<file path="src/rtl/rcsm_pkg.sv">
package rcsm_pkg;

   // Bits needed to hold one digit of value 0 .. r-1.
   function automatic int digit_bits(input int r);
      return (r <= 2) ? 1 : $clog2(r);
   endfunction

endpackage

</file>
<file path="src/rtl/rcsm_stage.sv">
// Optional register stage: a plain wire when EN is 0.
module rcsm_stage #(
   parameter int W  = 8,
   parameter bit EN = 1'b1
) (
   input  logic         clk,
   input  logic         rst_n,
   input  logic [W-1:0] d,
   output logic [W-1:0] q
);
   generate
      if (EN) begin : g_reg
         always_ff @(posedge clk or negedge rst_n) begin
            if (!rst_n) q <= '0;
            else        q <= d;
         end
      end else begin : g_wire
         assign q = d;
      end
   endgenerate
endmodule

</file>
<file path="src/rtl/rcsm_tag_chain.sv">
// Per-position "some lower digit is nonzero" tags, built as a prefix OR.
module rcsm_tag_chain #(
   parameter int NDIG = 4,
   parameter int DW   = 4
) (
   input  logic [NDIG*DW-1:0] x,
   output logic [NDIG-1:0]    below,   // below[i]: some digit j < i is nonzero
   output logic               neg,     // top digit nonzero
   output logic               any_low  // some digit below the top is nonzero
);
   logic [NDIG-1:0] nz;

   always_comb begin
      for (int i = 0; i < NDIG; i++) nz[i] = |x[i*DW +: DW];
      below[0] = 1'b0;
      for (int i = 1; i < NDIG; i++) below[i] = below[i-1] | nz[i-1];
   end

   assign neg     = nz[NDIG-1];
   assign any_low = below[NDIG-1];
endmodule

</file>
<file path="src/rtl/rcsm_digit_sel.sv">
// Chooses one magnitude digit from the sign and the lower-position tag.
module rcsm_digit_sel #(
   parameter int RADIX = 10,
   parameter int DW    = 4
) (
   input  logic [DW-1:0] x,
   input  logic          below,
   input  logic          neg,
   output logic [DW-1:0] y
);
   localparam logic [DW-1:0] RM1 = DW'(RADIX - 1);

   always_comb begin
      if (!neg)         y = x;                   // non-negative: pass through
      else if (below)   y = RM1 - x;             // above lowest nonzero
      else if (x == '0) y = '0;                  // (-0) mod r
      else              y = RM1 - x + DW'(1);    // r - x
   end
endmodule

</file>
<file path="src/rtl/rcsm_convert.sv">
module rcsm_convert #(
   parameter  int RADIX   = 10,
   parameter  int NDIG    = 4,
   parameter  bit IN_REG  = 1'b1,
   parameter  bit OUT_REG = 1'b1,
   localparam int DW      = rcsm_pkg::digit_bits(RADIX),
   localparam int VW      = NDIG * DW
) (
   input  logic          clk,
   input  logic          rst_n,
   input  logic [VW-1:0] rc_in,
   output logic [VW-1:0] sm_out,
   output logic          ovf,
   output logic          valid
);
   localparam logic [DW-1:0] RM1 = DW'(RADIX - 1);

   generate
      if (RADIX < 2) begin : g_bad_radix
         $error("rcsm_convert: RADIX must be at least 2");
      end
      if (NDIG < 2) begin : g_bad_ndig
         $error("rcsm_convert: NDIG must be at least 2");
      end
   endgenerate

   logic [VW-1:0]   x_q;
   logic [NDIG-1:0] below;
   logic            neg, any_low;
   logic [VW-1:0]   y_core;
   logic [VW-1:0]   y_fin;
   logic            ovf_c;

   rcsm_stage #(.W(VW), .EN(IN_REG)) u_in_stage (
      .clk(clk), .rst_n(rst_n), .d(rc_in), .q(x_q)
   );

   rcsm_tag_chain #(.NDIG(NDIG), .DW(DW)) u_tags (
      .x(x_q), .below(below), .neg(neg), .any_low(any_low)
   );

   genvar gi;
   generate
      for (gi = 0; gi < NDIG-1; gi++) begin : g_dig
         rcsm_digit_sel #(.RADIX(RADIX), .DW(DW)) u_sel (
            .x(x_q[gi*DW +: DW]), .below(below[gi]), .neg(neg),
            .y(y_core[gi*DW +: DW])
         );

         // lowest nonzero digit of a negative value becomes r - x
         a_r3_lowest_negated: assert property (@(posedge clk) disable iff (!rst_n)
            (neg && !below[gi] && x_q[gi*DW +: DW] != '0) |->
            (({1'b0, y_core[gi*DW +: DW]} + {1'b0, x_q[gi*DW +: DW]}) == (DW+1)'(RADIX)));

         // digits above the lowest nonzero are (r-1)-complemented
         a_r4_upper_complement: assert property (@(posedge clk) disable iff (!rst_n)
            (neg && below[gi]) |->
            ((y_core[gi*DW +: DW] + x_q[gi*DW +: DW]) == RM1));
      end
   endgenerate

   assign y_core[VW-1 -: DW] = x_q[VW-1 -: DW];
   assign ovf_c = neg & ~any_low;
   assign y_fin = ovf_c ? '0 : y_core;

   rcsm_stage #(.W(VW+2), .EN(OUT_REG)) u_out_stage (
      .clk(clk), .rst_n(rst_n),
      .d({ovf_c, ~ovf_c, y_fin}),
      .q({ovf, valid, sm_out})
   );

   // a non-negative value crosses the core unchanged
   a_r1_passthrough: assert property (@(posedge clk) disable iff (!rst_n)
      (x_q[VW-1 -: DW] == '0) |-> (y_core == x_q));

   // an overflow result carries no digits
   a_r5_ovf_zero: assert property (@(posedge clk) disable iff (!rst_n)
      ovf |-> (sm_out == '0));

   // overflow and valid never both high
   a_r5_ovf_not_valid: assert property (@(posedge clk) disable iff (!rst_n)
      valid |-> !ovf);
endmodule

</file>
<file path="config.mk">
export PLATFORM = sky130hd
export DESIGN_NAME = rcsm_convert
export DESIGN_NICKNAME = d
export VERILOG_FILES = /design/src/rtl/rcsm_pkg.sv /design/src/rtl/rcsm_stage.sv /design/src/rtl/rcsm_tag_chain.sv /design/src/rtl/rcsm_digit_sel.sv /design/src/rtl/rcsm_convert.sv
export SDC_FILE = /design/constraint.sdc
export NUM_CORES = 1
export LEC_CHECK = 0
export ABC_AREA = 1
export BUFFER_PORTS_ARGS = -buffer_cell sky130_fd_sc_hd__buf_4
export CAP_MARGIN = 25
export CORE_MARGIN = 2
export CORE_UTILIZATION = 40
export DETAILED_ROUTE_END_ITERATION = 16
export PLACE_DENSITY_LB_ADDON = 0.3
export SYNTH_ARGS = -nofsm -noshare
export SYNTH_HDL_FRONTEND = slang
export SYNTH_HIERARCHICAL = 1
export SYNTH_SLANG_ARGS = --single-unit
</file>
<file path="constraint.sdc">
create_clock -name clk -period 2.2 [get_ports clk]
set_clock_uncertainty 0.2 [all_clocks]
set_input_delay 0.44 -clock clk [delete_from_list [all_inputs] [get_ports clk]]
set_output_delay 0.44 -clock clk [all_outputs]
set_load 0.005 [all_outputs]
</file>
; ---- Yosys cells after proc, flatten, opt, wreduce, memory -nomap -nowiden
; Cells that the tools add are included.
[op_classes]
addsub = 6
mux = 9
bitwise = 5
n_reduce_logical = 7
[ops]
columns = cell, n
row1 = 2-to-1 mux 4 bit, 8
row2 = 2-to-1 mux 16 bit, 1
row3 = OR reduction 4 bit, 4
row4 = adder 4 x 1 -> 4 bit (second input constant), 3
row5 = logical NOT 4 bit, 3
row6 = subtractor 4 bit (first input constant), 3
row7 = inverter 1 bit, 2
row8 = bitwise OR 1 bit, 2
row9 = bitwise AND 1 bit, 1
[totals]
ff_bits = 34
in_bits = 18
wordCells = 29

; ---- Depth between registers and ports, before layout
; Gate-level depths: netlist of run 1.
[depth]
depth_word = 6
mapped_depth = 12
mapped_depth_nobuf = 12

; ---- By module
; Netlist of run 1, hierarchy kept.
[by_module_without_submodules]
columns = module, n_inst, cells_each, area_per_inst_um2
row1 = rcsm_stage at u_out_stage, 1, 18, 450.4
row2 = rcsm_digit_sel at g_dig[0].u_sel ..., 2, 41, 203.9
row3 = rcsm_stage at u_in_stage, 1, 16, 400.4
row4 = rcsm_convert, 1, 38, 227.7
row5 = rcsm_digit_sel at g_dig[2].u_sel, 1, 41, 211.5
row6 = rcsm_tag_chain, 1, 19, 81.3

; ---- Worst setup path before layout of run 1
; Ideal clock, no wire load.
[synth_timing]
kind = register -> register
startpoint = register u_in_stage.q[1]
endpoint = register u_out_stage.q[10]
arrival_time_ps = 1339
required_time_ps = 1877
path_slack_ps = 538
stages_incl_launch_ff = 13
path_buffers = 0
path_cell_list = dfrtp_1 nor2_1 nand2_1 nor2_2 inv_1 nor2_4 nand3_2 nand2_2 inv_2 nand2_1 nand2_1 inv_1 a21oi_2
[synth_lines]
columns = item, line_no
row1 = start: declaration, rcsm_stage.sv:9  ; output logic [W-1:0] q
row2 = start signal: assignment, rcsm_stage.sv:14  ; if (!rst_n) q <= '0;
row3 = start signal: assignment, rcsm_stage.sv:15  ; else q <= d;
row4 = OR reduction 4 bit, rcsm_tag_chain.sv:14  ; for (int i = 0; i < NDIG; i++) nz[i] = |x[i*DW +: DW];
row5 = net below[1], rcsm_convert.sv:28  ; logic [NDIG-1:0] below;
row6 = bitwise OR 1 bit, rcsm_tag_chain.sv:16  ; for (int i = 1; i < NDIG; i++) below[i] = below[i-1] | nz[i-1];
row7 = net below[2], rcsm_convert.sv:28
row8 = 2-to-1 mux 4 bit, rcsm_digit_sel.sv:15  ; else if (below) y = RM1 - x;
row9 = 2-to-1 mux 4 bit, rcsm_digit_sel.sv:14  ; if (!neg) y = x;
row10 = net y_core[10], rcsm_convert.sv:30  ; logic [VW-1:0] y_core;
row11 = 2-to-1 mux 16 bit, rcsm_convert.sv:64  ; assign y_fin = ovf_c ? '0 : y_core;
row12 = net y_fin[10], rcsm_convert.sv:31  ; logic [VW-1:0] y_fin;
row13 = end signal: assignment, rcsm_stage.sv:14
row14 = end signal: assignment, rcsm_stage.sv:15
row15 = end: declaration, rcsm_stage.sv:9
; The timed path passes the listed nets, and every way through them passes these cells.

; ---- Final worst setup path of run 1
; Ends and elaborated chain as after synthesis.

==> out/qor.yml, run 1 <==
power:
  p_clk_frac: 0.377
  p_total_mw: 1.41
  seqPwrFrac: 0.488
  p_int_mw: 1.08
  power.leakage_nw: 1.17
  power_frac_comb: 0.135
  p_sw_frac: 0.238
  power_per_cell_area_nw_per_um2: 645
  switchingPower_mw: 0.336
  vdd_drop_max_mv: 0.446
min_path:
  min_path_type: "primary input to flip-flop"
  min-delay-start: "rc_in[6]"
  whs_endpoint: "u_in_stage/q[6]"
  holdPathStages: 1
run_status:
  status: "completed"
synthesis:
  ys_warn_count: 6
  postSynthAreaPerCell_um2: 8.32
  syn_inst: 213
  synth_area_um2: 1770
  synthesis.nets: 237
clock_network:
  h-tree-depth: 2
  cts_num_sinks: 34
  cts_buffer_depth: 2
  ctsResizeCount: 0
  clockRootBuffer: "clkbuf_8"
  clk_latency_ns: 0.28
  cts_buffers: 5
  path_clk_slew_ns: 0.07
  cts_tree: "done"
floorplan:
  io_pins: 36
  core_area_um2: 4320
  fp-row-count: 24
  die_w_um: 70.6
  start_util: 0.410
  fp.dieArea_um2: 4980
  die_h_um: 70.6
sta:
  fin_crit_ns: 1.79
  tns_ns: 0
  fmax_mhz: 558
  period_share: 0.814
  setup_violations: 0
  rsz0062_at_grt: "no"
  hold_violations: 0
  drv_slew: 0
route:
  wl_um: 2950
  drc: 0
  drt_pass1_iterations: 4
  vias_per_cell: 4.36
  dr_total_vias: 1337
  drtAntennaViolNets: 0
  drtIter0Drc: 65
  wl_per_cell_um: 9.61
finish:
  nets: 278
  drive_gt1_frac: 0.325
  layout_common_cells: "nand2_1 (51), buf_4 (37), inv_1 (35), dfrtp_1 (34), nor2_1 (20)"
  final_common_cell: "nand2_1"
  fillers: 424
  antennaDiodeCount: 0
  area_growth_pct: 23.5
grt:
  grt_use_total: 0.133
  grt_overflow: 0
  grt_start_max_net_pins: 35
  grt_pass1_vias: 1218
  antenna_found_initial: 0
  grt_pass1_wl_um: 5220
setup_path:
  crit_fanout: 6
  cp_common_cell: "nand2_1"
  end_kind: "flip-flop"
  worstSetupStartpointType: "flip-flop"
  slowest_stage: "dfrtp_1"
  r2r_start: "u_in_stage/q[1]"
  r2r-end: "u_out_stage/q[10]"
  r2r_cells: 12
  reg2reg_slack_ns: 0.41
  crit_type: "flip-flop to flip-flop"
  cp.arrival_ns: 1.74
  worstPathRequired_ns: 2.15
  crit_chain: "nor2_1 > nand2_1 > nor2_2 > inv_1 > nor2_4 > nand3_2 > nand2_2 > inv_2 > nand2_1 > nand2_1 > inv_1 > a21oi_2"
  max_stage_delay_ns: 0.45
placed_design:
  portBuffers: 35
  dp_hpwl_um: 2150
  place_congestion: 0.752
job:
  cap_viol_max_count: 0
## area by class of cell
cell class                 instances  area (µm²)  share of cell area
inverter                          44         165              0.0755
sequential                        34         851               0.389
clock buffer                       8         110              0.0503
multi-input combinational        131         709               0.324
timing repair buffer              38         288               0.132
tap                               52        65.1              0.0297
## worst max-delay path, delay by kind of cell, from the launching register on
kind,cells,cell delay [ns]
AOI/OAI and AO/OA,1,0.03
DFF,1,0.45
and+or+nand+nor,8,0.80
buffers and inverters,3,0.19
## through the flow
step | worst slack [ns] | hold WS (ns) | std cells | util | instance area (µm²)
after detailed placement | 0.406 | 0.214 | 298 | 0.478 | 2070
after floorplan | 0.538 | -0.0556 | 213 | - | 1770
after CTS | 0.386 | 0.0494 | 307 | 0.506 | 2190
after global placement | 0.399 | 0.206 | 298 | 0.478 | 2070
final | 0.408 | 0.0602 | 307 | 0.506 | 2190
after global routing | 0.211 | 0.0454 | 307 | 0.506 | 2190
## power by group through the flow
stage	combinational, mW	sequential (mW)	clock, mW
2_1_floorplan	0.104	0.700	0
3_3_place_gp	0.189	0.699	0
3_5_place_dp	0.193	0.700	0
4_1_cts	0.195	0.688	0.552
5_1_grt	0.220	0.693	0.576
6_report	0.191	0.688	0.533
## how the worst max path moves through the flow
stage                        endpoint  slack (ns)            start
floorplan           u_out_stage/q[10]        0.54  u_in_stage/q[1]
global placement    u_out_stage/q[10]        0.40  u_in_stage/q[3]
detailed placement  u_out_stage/q[10]        0.41  u_in_stage/q[1]
CTS                 u_out_stage/q[10]        0.39  u_in_stage/q[1]
global route        u_out_stage/q[10]        0.21  u_in_stage/q[1]
finish              u_out_stage/q[10]        0.41  u_in_stage/q[1]
## state kept, by name, indices dropped and copies added, names as in the netlist
register and cells:
u_out_stage/q 18, u_in_stage/q 16
## layer usage
metal | global-route usage | routed length (µm) | up-vias
met5 | 0 | 0 | -
li1 | - | - | 718
met3 | 0.0456 | 191 | 5
met2 | 0.216 | 1360 | 31
met4 | 0.0503 | 43 | 0
met1 | 0.164 | 1350 | 583
## repair_timing
item	4_1_cts	5_1_grt
endpoints found under the setup margin	0	0
hold endpoints to repair	34	0
hold buffers	1	0
buffers inserted	0	0
No activity file was read; power rests on OpenSTA's default activity.
==> run 2, diff against run 1 <==
Settings changed: ABC_AREA 1 to 0.
Clock period 2.2 ns to 1.6 ns, I/O delays scaled along.
==> out/qor.yml, run 2 <==
run_status:
  status: "complete, but fails checks"
  violations: "negative setup slack"
floorplan:
  die_w_um: 67.0
  core_area_um2: 3740
  die_h_um: 67.0
  fp-row-count: 22
  fp.dieArea_um2: 4490
  io_pins: 36
  start_util: 0.424
finish:
  layout_common_cells: "buf_4 (68), dfrtp_1 (34), dlygate4sd3_1 (17), and2_4 (10), nand2_1 (8)"
  largest_reg_flops: 18
  multi_input_area_um2: 801
  finalNonFillerCells: 283
  largest_register: "u_out_stage/q"
  seq_area_um2: 851
  fillers: 283
  final_common_cell: "buf_4"
  utilization: 0.691
  area_growth_pct: 62.8
  drive_gt1_frac: 0.519
  largest_registers: "u_out_stage/q: 18 flops, u_in_stage/q: 16 flops"
  nets: 258
  antennaDiodeCount: 0
synthesis:
  synth_area_um2: 1590
  ys_warn_count: 6
  syn_inst: 137
  synthesis.nets: 161
  postSynthAreaPerCell_um2: 11.6
power:
  vdd_drop_max_mv: 0.455
  power_per_cell_area_nw_per_um2: 809
  power.leakage_nw: 1.27
sta:
  rsz0062_at_grt: "yes"
  hold_violations: 0
  tns_ns: -5.52
  fin_crit_ns: 2.00
  fmax_mhz: 499
  period_share: 1.25
  setup_ws_ns: -0.403
  drv_slew: 0
  setup_violations: 18
clock_network:
  h-tree-depth: 2
  cts_tree: "done"
  clockRootBuffer: "clkbuf_8"
  cts_buffers: 5
  path_clk_slew_ns: 0.07
  cts_num_sinks: 34
  clk_latency_ns: 0.29
  cts_buffer_depth: 2
setup_path:
  slowest_stage: "or4_4"
  reg2reg_slack_ns: -0.40
  cp.arrival_ns: 1.99
  r2r-end: "u_out_stage/q[11]"
  end_kind: "flip-flop"
  crit_chain: "buf_4 > or4_4 > or3b_1 > a2bb2oi_2 > o211ai_1 > and2_4"
  worstSetupStartpointType: "flip-flop"
  r2r_start: "u_in_stage/q[13]"
  crit_type: "flip-flop to flip-flop"
  crit_fanout: 6
  max_stage_delay_ns: 0.58
  r2r_cells: 6
  worstPathRequired_ns: 1.59
job:
  cap_viol_max_count: 0
route:
  drtIter0Drc: 31
  wl_um: 3510
  wl_per_cell_um: 12.4
  drc: 0
  drtAntennaViolNets: 0
  vias_per_cell: 4.92
  dr_total_vias: 1391
  drt_pass1_iterations: 4
grt:
  grt_overflow: 0
  grt_use_total: 0.176
  antenna_found_initial: 0
  grt_pass1_vias: 1362
  grt_pass1_wl_um: 5730
  grt_start_max_net_pins: 35
placed_design:
  place_congestion: 0.751
  dp_hpwl_um: 2270
  portBuffers: 35
  placed_cells: 247
min_path:
  min_path_type: "primary input to asynchronous set/reset pin"
-- run 2: cell types whose count changed in the layout (fill, tap and decap cells not counted), sizes merged, moves of 6 or more --
| cell | previous run | this run |
|---|---|---|
| nand2 | 57 | 10 |
| buf | 37 | 71 |
| inv | 44 | 11 |
| nor2 | 27 | 6 |
| a21oi | 19 | 3 |
| and2 | 0 | 16 |
| dlygate4sd3 | 1 | 17 |
| nand3 | 8 | 1 |
| or3b | 0 | 6 |
-- run 2: how the worst max path moves through the flow --
stage	startpoint	slack, ns	endpoint	cells after the start
after global placement	u_in_stage/q[14]	-0.40	u_out_stage/q[10]	5
after global routing	u_in_stage/q[1]	-0.48	u_out_stage/q[7]	7
after floorplan	u_in_stage/q[14]	-0.36	u_out_stage/q[2]	5
final	u_in_stage/q[13]	-0.40	u_out_stage/q[11]	6
after detailed placement	u_in_stage/q[14]	-0.42	u_out_stage/q[10]	5
after CTS	u_in_stage/q[13]	-0.40	u_out_stage/q[10]	5
-- run 2: metal layers --
| metal | wire, µm | vias to the layer above | GRT usage |
|---|---|---|---|
| met2 | 1790 | 41 | 0.317 |
| met1 | 1450 | 669 | 0.186 |
| met5 | 0 | - | 0 |
| li1 | - | 675 | - |
| met3 | 215 | 6 | 0.0625 |
| met4 | 53 | 0 | 0.0689 |
-- run 2: stage by stage --
stage / cell area, µm² / power [mW] / hold slack (ns) / setup slack [ns]
floorplan: 1610 / 1.10 / -0.176 / -0.363
global placement: 2130 / 1.26 / 0.0767 / -0.397
detailed placement: 2130 / 1.27 / 0.0798 / -0.421
CTS: 2510 / 2.10 / 0.308 / -0.400
global route: 2580 / 2.21 / 0.331 / -0.481
finish: 2580 / 2.09 / 0.297 / -0.403
-- run 2: critical path, delay by kind of cell (launching register included) --
| kind | cells | cell delay, ns |
|---|---|---|
| flip-flops | 1 | 0.38 |
| AND/OR/NAND/NOR | 3 | 0.94 |
| AO/OA/AOI/OAI | 2 | 0.24 |
| buffers and inverters | 1 | 0.14 |
-- run 2: timing repair --
item                                    in CTS  in global routing
hold endpoints to repair                    50                  0
buffers inserted                             3                  5
pin swaps                                    6                  8
cloned                                       3                  1
hold buffers                                17                  0
endpoints found under the setup margin      17                 18
resized for setup                           11                 11
-- run 2: power by group --
| part | switching, mW | total, mW | internal (mW) |
|---|---|---|---|
| Clock | 0.315 | 0.777 | 0.463 |
| Sequential | 0.0254 | 0.939 | 0.913 |
| Combinational | 0.140 | 0.377 | 0.236 |
-- run 2: area by class of cell --
class / instances / share of cell area
Tap cell: 48 / 0.0232
Clock inverter: 3 / 0.0174
Inverter: 11 / 0.0160
Clock buffer: 5 / 0.0266
Sequential cell: 34 / 0.329
Multi-Input combinational cell: 94 / 0.310
Timing Repair Buffer: 88 / 0.278
